<file path="src/rtl/tpd_pkg.sv">
package tpd_pkg;

    typedef enum logic [1:0] {
        PUMP_FLOAT = 2'b00,
        PUMP_UP    = 2'b01,
        PUMP_DOWN  = 2'b10
    } pump_state_t;

    localparam int SEL_W = 2;

    typedef enum logic [SEL_W-1:0] {
        SEL_XOR   = 2'b00,
        SEL_PUMP  = 2'b01,
        SEL_RS    = 2'b10,
        SEL_SPARE = 2'b11
    } drive_sel_t;

endpackage

</file>
<file path="src/rtl/tpd_edge_front.sv">
module tpd_edge_front #(
    parameter int SYNC_STAGES = 2,
    parameter int CHANNELS    = 2
) (
    input  logic                clk,
    input  logic                rst,
    input  logic [CHANNELS-1:0] raw_in,
    output logic [CHANNELS-1:0] level,
    output logic [CHANNELS-1:0] rise
);

    localparam int LAST = SYNC_STAGES - 1;

    generate
        for (genvar c = 0; c < CHANNELS; c++) begin : g_chan
            logic [SYNC_STAGES-1:0] chain_q;
            logic                   prev_q;

            always_ff @(posedge clk) begin
                if (rst) begin
                    chain_q <= '0;
                    prev_q  <= 1'b0;
                end else begin
                    chain_q <= {chain_q[SYNC_STAGES-2:0], raw_in[c]};
                    prev_q  <= chain_q[LAST];
                end
            end

            assign level[c] = chain_q[LAST];
            assign rise[c]  = chain_q[LAST] & ~prev_q;


            rise_single_chk: assert property (@(posedge clk) disable iff (rst)
                rise[c] |=> !rise[c])
                else $error("rise pulse longer than one clock");
        end
    endgenerate

endmodule

</file>
<file path="src/rtl/tpd_pump_fsm.sv">
module tpd_pump_fsm
    import tpd_pkg::*;
(
    input  logic clk,
    input  logic rst,
    input  logic ref_rise,
    input  logic fb_rise,
    output logic pump_level,
    output logic pump_en,
    output logic lock_pulse
);

    pump_state_t state_q;
    pump_state_t state_d;

    always_ff @(posedge clk) begin
        if (rst) state_q <= PUMP_FLOAT;
        else     state_q <= state_d;
    end

    always_comb begin
        state_d = state_q;
        unique case (state_q)
            PUMP_FLOAT: begin
                if (ref_rise && !fb_rise)      state_d = PUMP_UP;
                else if (fb_rise && !ref_rise) state_d = PUMP_DOWN;
            end
            PUMP_UP: begin
                if (fb_rise) state_d = PUMP_FLOAT;
            end
            PUMP_DOWN: begin
                if (ref_rise) state_d = PUMP_FLOAT;
            end
            default: state_d = PUMP_FLOAT;
        endcase
    end

    always_comb begin
        pump_level = 1'b0;
        pump_en    = 1'b0;
        lock_pulse = 1'b1;
        unique case (state_q)
            PUMP_FLOAT: begin
                pump_level = 1'b0;
                pump_en    = 1'b0;
                lock_pulse = 1'b1;
            end
            PUMP_UP: begin
                pump_level = 1'b1;
                pump_en    = 1'b1;
                lock_pulse = 1'b0;
            end
            PUMP_DOWN: begin
                pump_level = 1'b0;
                pump_en    = 1'b1;
                lock_pulse = 1'b0;
            end
            default: begin
                pump_level = 1'b0;
                pump_en    = 1'b0;
                lock_pulse = 1'b1;
            end
        endcase
    end


    pump_up_entry_chk: assert property (@(posedge clk) disable iff (rst)
        (state_q == PUMP_FLOAT && ref_rise && !fb_rise) |=> (pump_en && pump_level))
        else $error("reference edge did not start the up pump");


    pump_up_release_chk: assert property (@(posedge clk) disable iff (rst)
        (state_q == PUMP_UP && fb_rise) |=> (!pump_en && lock_pulse))
        else $error("feedback edge did not release the up pump");


    pump_down_entry_chk: assert property (@(posedge clk) disable iff (rst)
        (state_q == PUMP_FLOAT && fb_rise && !ref_rise) |=> (pump_en && !pump_level))
        else $error("feedback edge did not start the down pump");


    pump_down_hold_chk: assert property (@(posedge clk) disable iff (rst)
        (state_q == PUMP_DOWN && !ref_rise) |=> (pump_en && !pump_level))
        else $error("down pump left without a reference edge");


    pump_up_hold_chk: assert property (@(posedge clk) disable iff (rst)
        (state_q == PUMP_UP && !fb_rise) |=> (pump_en && pump_level))
        else $error("up pump left without a feedback edge");


    pump_both_chk: assert property (@(posedge clk) disable iff (rst)
        (ref_rise && fb_rise) |=> lock_pulse)
        else $error("coincident edges left the pump driving");


    pump_reset_chk: assert property (@(posedge clk)
        rst |=> (lock_pulse && !pump_en))
        else $error("reset did not release the pump");

endmodule

</file>
<file path="src/rtl/tpd_rs_flop.sv">
module tpd_rs_flop (
    input  logic clk,
    input  logic rst,
    input  logic set_rise,
    input  logic clr_rise,
    output logic rs_q
);

    always_ff @(posedge clk) begin
        if (rst)                        rs_q <= 1'b0;
        else if (set_rise && !clr_rise) rs_q <= 1'b1;
        else if (clr_rise && !set_rise) rs_q <= 1'b0;
    end


    rs_set_chk: assert property (@(posedge clk) disable iff (rst)
        (set_rise && !clr_rise) |=> rs_q)
        else $error("set edge ignored");


    rs_clear_chk: assert property (@(posedge clk) disable iff (rst)
        (clr_rise && !set_rise) |=> !rs_q)
        else $error("clear edge ignored");


    rs_tie_hold_chk: assert property (@(posedge clk) disable iff (rst)
        (set_rise && clr_rise) |=> $stable(rs_q))
        else $error("coincident edges changed the flop");


    rs_reset_chk: assert property (@(posedge clk)
        rst |=> !rs_q)
        else $error("reset did not clear the flop");

endmodule

</file>
<file path="src/rtl/triple_phase_detector.sv">
module triple_phase_detector
    import tpd_pkg::*;
#(
    parameter int SYNC_STAGES = 2
) (
    input  logic             clk,
    input  logic             rst,
    input  logic             ref_in,
    input  logic             fb_in,
    input  logic [SEL_W-1:0] mode_sel,
    output logic             xor_out,
    output logic             pump_level,
    output logic             pump_en,
    output logic             lock_pulse,
    output logic             rs_out,
    output logic             loop_drive
);

    localparam int CH_REF = 0;
    localparam int CH_FB  = 1;

    logic [1:0] lvl;
    logic [1:0] rise;
    logic       xor_q;
    drive_sel_t sel_q;

    tpd_edge_front #(
        .SYNC_STAGES(SYNC_STAGES),
        .CHANNELS   (2)
    ) u_front (
        .clk   (clk),
        .rst   (rst),
        .raw_in({fb_in, ref_in}),
        .level (lvl),
        .rise  (rise)
    );

    tpd_pump_fsm u_pump (
        .clk       (clk),
        .rst       (rst),
        .ref_rise  (rise[CH_REF]),
        .fb_rise   (rise[CH_FB]),
        .pump_level(pump_level),
        .pump_en   (pump_en),
        .lock_pulse(lock_pulse)
    );

    tpd_rs_flop u_rs (
        .clk     (clk),
        .rst     (rst),
        .set_rise(rise[CH_REF]),
        .clr_rise(rise[CH_FB]),
        .rs_q    (rs_out)
    );

    always_ff @(posedge clk) begin
        if (rst) begin
            xor_q <= 1'b0;
            sel_q <= SEL_XOR;
        end else begin
            xor_q <= lvl[CH_REF] ^ lvl[CH_FB];
            sel_q <= drive_sel_t'(mode_sel);
        end
    end

    assign xor_out = xor_q;

    always_comb begin
        unique case (sel_q)
            SEL_XOR:   loop_drive = xor_q;
            SEL_PUMP:  loop_drive = pump_level & pump_en;
            SEL_RS:    loop_drive = rs_out;
            SEL_SPARE: loop_drive = xor_q;
            default:   loop_drive = xor_q;
        endcase
    end


    drive_rs_chk: assert property (@(posedge clk) disable iff (rst)
        (!$past(rst) && $past(mode_sel) == 2'b10) |-> (loop_drive == rs_out))
        else $error("selector code 10 did not route the set/clear output");


    drive_pump_chk: assert property (@(posedge clk) disable iff (rst)
        (!$past(rst) && $past(mode_sel) == 2'b01 && lock_pulse) |-> !loop_drive)
        else $error("released pump did not read as 0");


    lock_flag_chk: assert property (@(posedge clk) disable iff (rst)
        lock_pulse != pump_en)
        else $error("lock flag disagrees with pump enable");

endmodule

</file>
<file path="config.mk">
export PLATFORM = sky130hd
export DESIGN_NAME = triple_phase_detector
export DESIGN_NICKNAME = d
export VERILOG_FILES = /design/src/rtl/tpd_pkg.sv /design/src/rtl/tpd_edge_front.sv /design/src/rtl/tpd_pump_fsm.sv /design/src/rtl/tpd_rs_flop.sv /design/src/rtl/triple_phase_detector.sv
export SDC_FILE = /design/constraint.sdc
export NUM_CORES = 1
export LEC_CHECK = 0
export ABC_CLOCK_PERIOD_IN_PS = 1500
export BUFFER_PORTS_ARGS = -buffer_cell sky130_fd_sc_hd__buf_4
export CAP_MARGIN = 20
export CORE_MARGIN = 2
export CORE_UTILIZATION = 30
export DETAILED_ROUTE_END_ITERATION = 6
export GPL_TIMING_DRIVEN = 0
export PLACE_DENSITY = 0.52
export SYNTH_ARGS = -nofsm -noshare
export SYNTH_HDL_FRONTEND = slang
export SYNTH_HIERARCHICAL = 1
export SYNTH_SLANG_ARGS = --single-unit
</file>
<file path="constraint.sdc">
create_clock -name clk -period 1.5 [get_ports clk]
set_input_delay 0.075 -clock clk [delete_from_list [all_inputs] [get_ports clk]]
set_output_delay 0.075 -clock clk [all_outputs]
set_load 0.005 [all_outputs]
</file>
==> results.yml, run 1 <==
run_status:
  outcome: "finished, final reports clean"
sta:
  min_period_over_period_pct: 92.62
  rsz0062_at_grt: "no"
  setup_violations: 0
  fin_crit_ps: 1389
  worst_pin_slew_ps: 209.1
  relSlewSlack_pct: 85.91
  final_hold_viol_count: 0
  finalClockSkew_ps: 7.841
  max_freq_ghz: 0.7198
  final_max_slew_viol_count: 0
  final.setup.tns_ps: 0
worst_setup_path:
  path_cells: "nor2b_2, inv_1, ha_1, nand2_1, a311o_1, o41ai_2"
  cp.arrival_ps: 1570
  cp_max_fo: 3
  max_stage_delay_ps: 350
  worstSetupPathType: "reg -> reg"
  endpoint_kind: "flip-flop"
  cp-start-kind: "flip-flop"
  crit_path_top_delay_cell: "dfxtp_1"
  required_ps: 1680
floorplan:
  start_util_pct: 32.47
  fp-row-count: 15
  die_y_um: 47.47
  io_pins: 12
  core-area_mm2: 0.001745
  die_area_mm2: 0.002253
  dieWidth_um: 47.47
global_routing:
  grt_overflow_total: 0
  grtUsageMet3_pct: 4.528
  grt_busiest_layer: "met2"
  grt_util_all_layers_pct: 9.690
  grt_antenna_before_repair: 0
  grt_max_degree: 15
  globalRouteMet2Util_pct: 14.05
  grt_pass1_wl_um: 1386
  grt_use_met1_pct: 10.57
  grt_pass1_vias: 355
final_layout:
  mostFrequentLayoutCells: "13 x buf_4, 11 x dfxtp_1, 8 x inv_1, 8 x nor2b_1, 5 x ha_1"
  final_common_cell: "buf_4"
  area_growth_pct: 33.77
  final_area_um2: 758.2
  fillers: 186
  diodes: 0
  drive_above_1_share_pct: 36.62
  fin_nets: 85
route:
  drt-pass1-iter-count: 3
  ant_nets: 0
  drt_iter0_drc: 4
  post_drt_wl_per_cell_um: 8.865
  viasPerCell: 4.135
  drt_drc_violations_left: 0
  route.vias.total: 397
  drt_wl_total_um: 851
synth:
  synthCells: 55
  ys_ff_latch: 12
  syn-num-nets: 68
  yosysSeqAreaShare_pct: 42.38
  yosysUniqueCellTypes: 18
  syn_area_um2: 566.8
  yosysWarnings: 6
  synth.avg_cell_area_um2: 10.31
place:
  postPlaceCellArea_um2: 680.7
  port-buffer-count: 11
  dp_hpwl_um: 626.8
  gp_congestion: 0.7116
clocking:
  cts_inserted_buffers: 3
  htreeDepth: 1
  ctsRootBufferMaster: "clkbuf_4"
  path_clk_slew_ps: 80
  clk_latency_ps: 270
  cts.sink_count: 12
  cts_setup_buffers: 0
  cts_buffer_depth: 2
  cts_tree: "done"
power:
  leakage_nw: 0.3332
  total_power_w: 0.0008791
  vdd_ir_drop_max_mv: 0.6898
  p_per_area_mw_per_mm2: 1159
run:
  maxCapViolCount: 0
worst_hold_path:
  hp-class: "in -> reg"
-- synth_stat cells --
cell,count,area (um2)
nor2b_1,10,62.56
nand2b_1,1,6.260
nand3b_1,1,7.510
xnor2_1,1,8.760
inv_1,8,30.03
a311o_1,2,20.02
nand2_1,2,7.510
a221oi_2,1,15.01
dfxtp_1,12,240.2
buf_4,2,15.01
o21ai_2,1,8.760
o41ai_2,1,16.27
nor2_1,2,7.510
a21oi_1,1,5.000
nand3_1,1,5.000
mux2i_1,1,10.01
ha_1,7,87.58
nand2b_4,1,13.76
-- critical path: cells and delay by family, from the launching register on --
family | cells | cell delay [ps]
adder cells (fa/ha/maj) | 1 | 270
AO/OA/AOI/OAI | 2 | 380
flip-flops | 1 | 350
buffers and inverters | 1 | 50
AND/OR/NAND/NOR | 2 | 250
-- cell families (layout without fill, tap and decap cells) --
| family | Yosys count | in the layout | share of synthesized area (%) |
|---|---|---|---|
| simple gates | 18 | 18 | 19.43 |
| flops | 12 | 12 | 42.38 |
| buf+inv | 10 | 26 | 7.946 |
| fa+ha+maj | 7 | 7 | 15.45 |
| compound gates | 6 | 6 | 11.48 |
| xor+xnor | 1 | 1 | 1.546 |
| mux | 1 | 1 | 1.766 |
-- power breakdown --
part / internal (W) / switching, W
combinational: 0.000143 / 0.000126
sequential: 0.000344 / 0.0000131
clock: 0.000147 / 0.000106
total: 0.000634 / 0.000245
-- cell type report --
| type | count | area, um2 | area share (%) |
|---|---|---|---|
| buffer | 2 | 15.01 | 1.980 |
| clock buffer | 4 | 36.28 | 4.785 |
| inverter | 8 | 30.03 | 3.960 |
| multi-input combinational | 33 | 311.5 | 41.09 |
| sequential | 12 | 241.5 | 31.85 |
| tap | 25 | 31.28 | 4.125 |
| timing repair buffer | 12 | 92.59 | 12.21 |
-- sequential cells by signal, indices dropped and copies added (netlist names) --
signal                  count
sel_q                       2
u_front/g_chan.chain_q      4
u_front/g_chan.prev_q       2
u_pump/state_q              2
u_rs/rs_q                   1
xor_out                     1
-- stage by stage --
| stage | std cells | hold slack [ps] | util [%] | setup WS (ps) |
|---|---|---|---|---|
| finish | 96 | 15.42 | 43.44 | 110.7 |
| global route | 96 | 12.46 | 43.44 | 5.276 |
| CTS | 96 | 1.931 | 41.65 | 31.16 |
| detailed placement | 91 | 293.6 | 39.00 | 79.36 |
| global placement | 91 | 288.3 | 39.00 | 79.16 |
| floorplan | 55 | 146.6 | - | 186.9 |
-- final timing paths --
| check | to | start | depth (start not counted) | slack, ps |
|---|---|---|---|---|
| setup reg to reg | u_pump/state_q[1]$_SDFFE_PP0P_ | u_front/g_chan[1].chain_q[1]$_SDFF_PP0_ | 6 | 110 |
| hold reg to reg | u_front/g_chan[0].chain_q[1]$_SDFF_PP0_ | u_front/g_chan[0].chain_q[0]$_SDFF_PP0_ | 1 | 440 |
| hold / removal | u_front/g_chan[0].chain_q[0]$_SDFF_PP0_ | ref_in | 2 | 20 |
| setup / recovery | u_pump/state_q[1]$_SDFFE_PP0P_ | u_front/g_chan[1].chain_q[1]$_SDFF_PP0_ | 6 | 110 |
-- routing by layer --
| metal | part of all wire [%] | vias to the layer above |
|---|---|---|
| met4 | 1.4 | 0 |
| met5 | 0 | - |
| met1 | 50 | 172 |
| met2 | 43 | 10 |
| met3 | 5.6 | 2 |
| li1 | - | 213 |
-- repair_timing --
action                                  CTS  global route
endpoints found under the hold margin     1             0
resized for setup                         0             5
endpoints found under the setup margin    0             3
hold buffers                              1             0
No activity file was read; power rests on OpenSTA's default activity.
==> run 2: changes to the inputs <==
--- a/config.mk
+++ b/config.mk
@@ -5,7 +5,7 @@
 export SDC_FILE = /design/constraint.sdc
 export NUM_CORES = 1
 export LEC_CHECK = 0
-export ABC_CLOCK_PERIOD_IN_PS = 1500
+export ABC_CLOCK_PERIOD_IN_PS = 1400
 export BUFFER_PORTS_ARGS = -buffer_cell sky130_fd_sc_hd__buf_4
 export CAP_MARGIN = 20
 export CORE_MARGIN = 2
==> constraint.sdc (replaced) <==
create_clock -name clk -period 1.4 [get_ports clk]
set_input_delay 0.07 -clock clk [delete_from_list [all_inputs] [get_ports clk]]
set_output_delay 0.07 -clock clk [all_outputs]
set_load 0.005 [all_outputs]
==> results.yml, run 2 (synthesis gave the netlist of run 1 again) <==
global_routing:
  grt_pass1_vias: 356
  grt_pass1_wl_um: 1400
  grt_max_degree: 15
  grt_antenna_before_repair: 0
  grt_overflow_total: 0
  grt_util_all_layers_pct: 9.767
place:
  postPlaceCellArea_um2: 680.7
  dp_slack_ps: -20.64
  gp_congestion: 0.7116
  port-buffer-count: 11
  dp_hpwl_um: 626.8
final_layout:
  post-route-util_pct: 44.87
  fin_nets: 86
  largest_reg_flops: 4
  final_common_cell: "buf_4"
  multi_input_area_um2: 321.6
  final_area_um2: 783.3
  area_growth_pct: 38.19
  drive_above_1_share_pct: 48.61
  mostFrequentLayoutCells: "13 x buf_4, 8 x nor2b_1, 7 x dfxtp_1"
  ff_latch_area_um2: 246.5
  diodes: 0
  fillers: 181
  regMostFlops: "u_front/g_chan.chain_q"
route:
  drt-met1-wl_um: 436
  ant_nets: 0
  drt-pass1-iter-count: 3
  maxUsedRoutingLayer: "met4"
  viasPerCell: 4.186
  post_drt_wl_per_cell_um: 9.041
  drt_wl_total_um: 877
  wl_met2_um: 381
  route.vias.total: 406
  drt_drc_violations_left: 0
  wl_met3_um: 47
  drt_iter0_drc: 2
floorplan:
  fp-row-count: 15
  die_area_mm2: 0.002253
  io_pins: 12
  start_util_pct: 32.47
  die_y_um: 47.47
  core-area_mm2: 0.001745
  dieWidth_um: 47.47
clocking:
  cts_buffer_depth: 2
  cts_setup_buffers: 0
  cts_tree: "done"
  path_clk_slew_ps: 80
  htreeDepth: 1
  clk_latency_ps: 270
  cts_inserted_buffers: 3
  ctsRootBufferMaster: "clkbuf_4"
  cts.sink_count: 12
sta:
  final_hold_viol_count: 0
  finalWorstSetupSlack_ps: 45.22
  relSlewSlack_pct: 85.52
  max_freq_ghz: 0.7381
  worst_pin_slew_ps: 214.9
  min_period_over_period_pct: 96.77
  setup_violations: 0
  rsz0062_at_grt: "yes"
  fin_crit_ps: 1355
  final_max_slew_viol_count: 0
  finalClockSkew_ps: 10.08
worst_setup_path:
  worstSetupPathType: "reg -> reg"
  r2r-start: "u_front/g_chan[1].chain_q[1]$_SDFF_PP0_"
  cp_max_fo: 3
  r2r_setup_slack_ps: 50
  worstReg2RegEnd: "u_pump/state_q[1]$_SDFFE_PP0P_"
  rr_worst_depth: 6
  cp.arrival_ps: 1530
  cp-start-kind: "flip-flop"
  endpoint_kind: "flip-flop"
  required_ps: 1580
worst_hold_path:
  worstHoldPathCells: 2
  hp-class: "in -> reg"
  hold_path_end: "sel_q[1]$_SDFF_PP0_"
  hold_start: "mode_sel[1]"
power:
  sw_frac_of_total_pct: 28.21
  switchingPower_w: 0.0002724
  vdd_ir_drop_max_mv: 0.7456
  pwr-share-clk_pct: 28.3
  p_seq_share_pct: 40.3
  power_frac_comb_pct: 31.4
  leakage_nw: 0.3382
  intPower_w: 0.0006935
  p_per_area_mw_per_mm2: 1233
run:
  maxCapViolCount: 0
run_status:
  outcome: "finished, final reports clean"
-- run 2: changes by cell type in the layout (fill, tap and decap cells not counted), moves of 3 or more --
| cell | change |
|---|---|
| inv_1 | -3 |
| dfxtp_2 | +4 |
| dfxtp_1 | -4 |
| inv_2 | +3 |
-- run 2: per-stage QoR --
step / power [W] / instances / hold slack (ps) / setup TNS, ps
finish: 0.0009659 / 97 / 14.12 / 0
global route: 0.001031 / 97 / 7.462 / -31.03
CTS: 0.0009661 / 97 / 4.730 / 0
global placement: 0.0006449 / 91 / 283.3 / -20.84
floorplan: 0.0005557 / 55 / 141.6 / 0
detailed placement: 0.0006457 / 91 / 288.6 / -20.64
-- run 2: routing by layer --
| metal | track usage [%] | up-vias |
|---|---|---|
| met5 | 0 | - |
| met4 | 8.333 | 0 |
| met3 | 4.528 | 2 |
| met2 | 14.32 | 10 |
| met1 | 10.57 | 180 |
| li1 | - | 214 |
-- run 2: layout make-up --
class,instances,share of cell area (%)
timing repair buffer,13,13.10
inverter,8,3.834
clock buffer,4,4.633
buffer,2,1.917
tap,25,3.994
multi-input combinational,33,41.05
sequential,12,31.47
-- run 2: repair_timing --
item,4_1_cts,5_1_grt
resized for setup,8,7
pin swaps,2,1
endpoints found under the hold margin,2,0
setup endpoints to repair,3,3
hold buffers,2,0
-- run 2: worst max path at each step --
stage                                             from                              to  slack (ps)  cells past startpoint
2_1_floorplan  u_front/g_chan[1].chain_q[1]$_SDFF_PP0_  u_pump/state_q[1]$_SDFFE_PP0P_          90                      6
3_3_place_gp   u_front/g_chan[1].chain_q[1]$_SDFF_PP0_  u_pump/state_q[1]$_SDFFE_PP0P_         -20                      6
3_5_place_dp   u_front/g_chan[1].chain_q[1]$_SDFF_PP0_  u_pump/state_q[1]$_SDFFE_PP0P_         -20                      6
4_1_cts                            sel_q[1]$_SDFF_PP0_                      loop_drive           3                      4
5_1_grt        u_front/g_chan[1].chain_q[1]$_SDFF_PP0_  u_pump/state_q[1]$_SDFFE_PP0P_         -20                      6
6_report       u_front/g_chan[1].chain_q[1]$_SDFF_PP0_  u_pump/state_q[1]$_SDFFE_PP0P_          50                      6
-- run 2: power by group through the flow --
| stage | logic, W | clock network (W) | registers, W |
|---|---|---|---|
| after floorplan | 0.000170 | 0 | 0.000386 |
| after global placement | 0.000256 | 0 | 0.000389 |
| after detailed placement | 0.000257 | 0 | 0.000389 |
| after CTS | 0.000293 | 0.000287 | 0.000386 |
| after global routing | 0.000338 | 0.000301 | 0.000392 |
| final | 0.000303 | 0.000274 | 0.000389 |
-- run 2: worst max-delay path, stage by stage, from the launching register on --
cell and delay, ps:
dfxtp_2 350, nor2b_4 150, inv_1 50, ha_1 280, nand2_2 60, a311o_1 320
o41ai_2 50
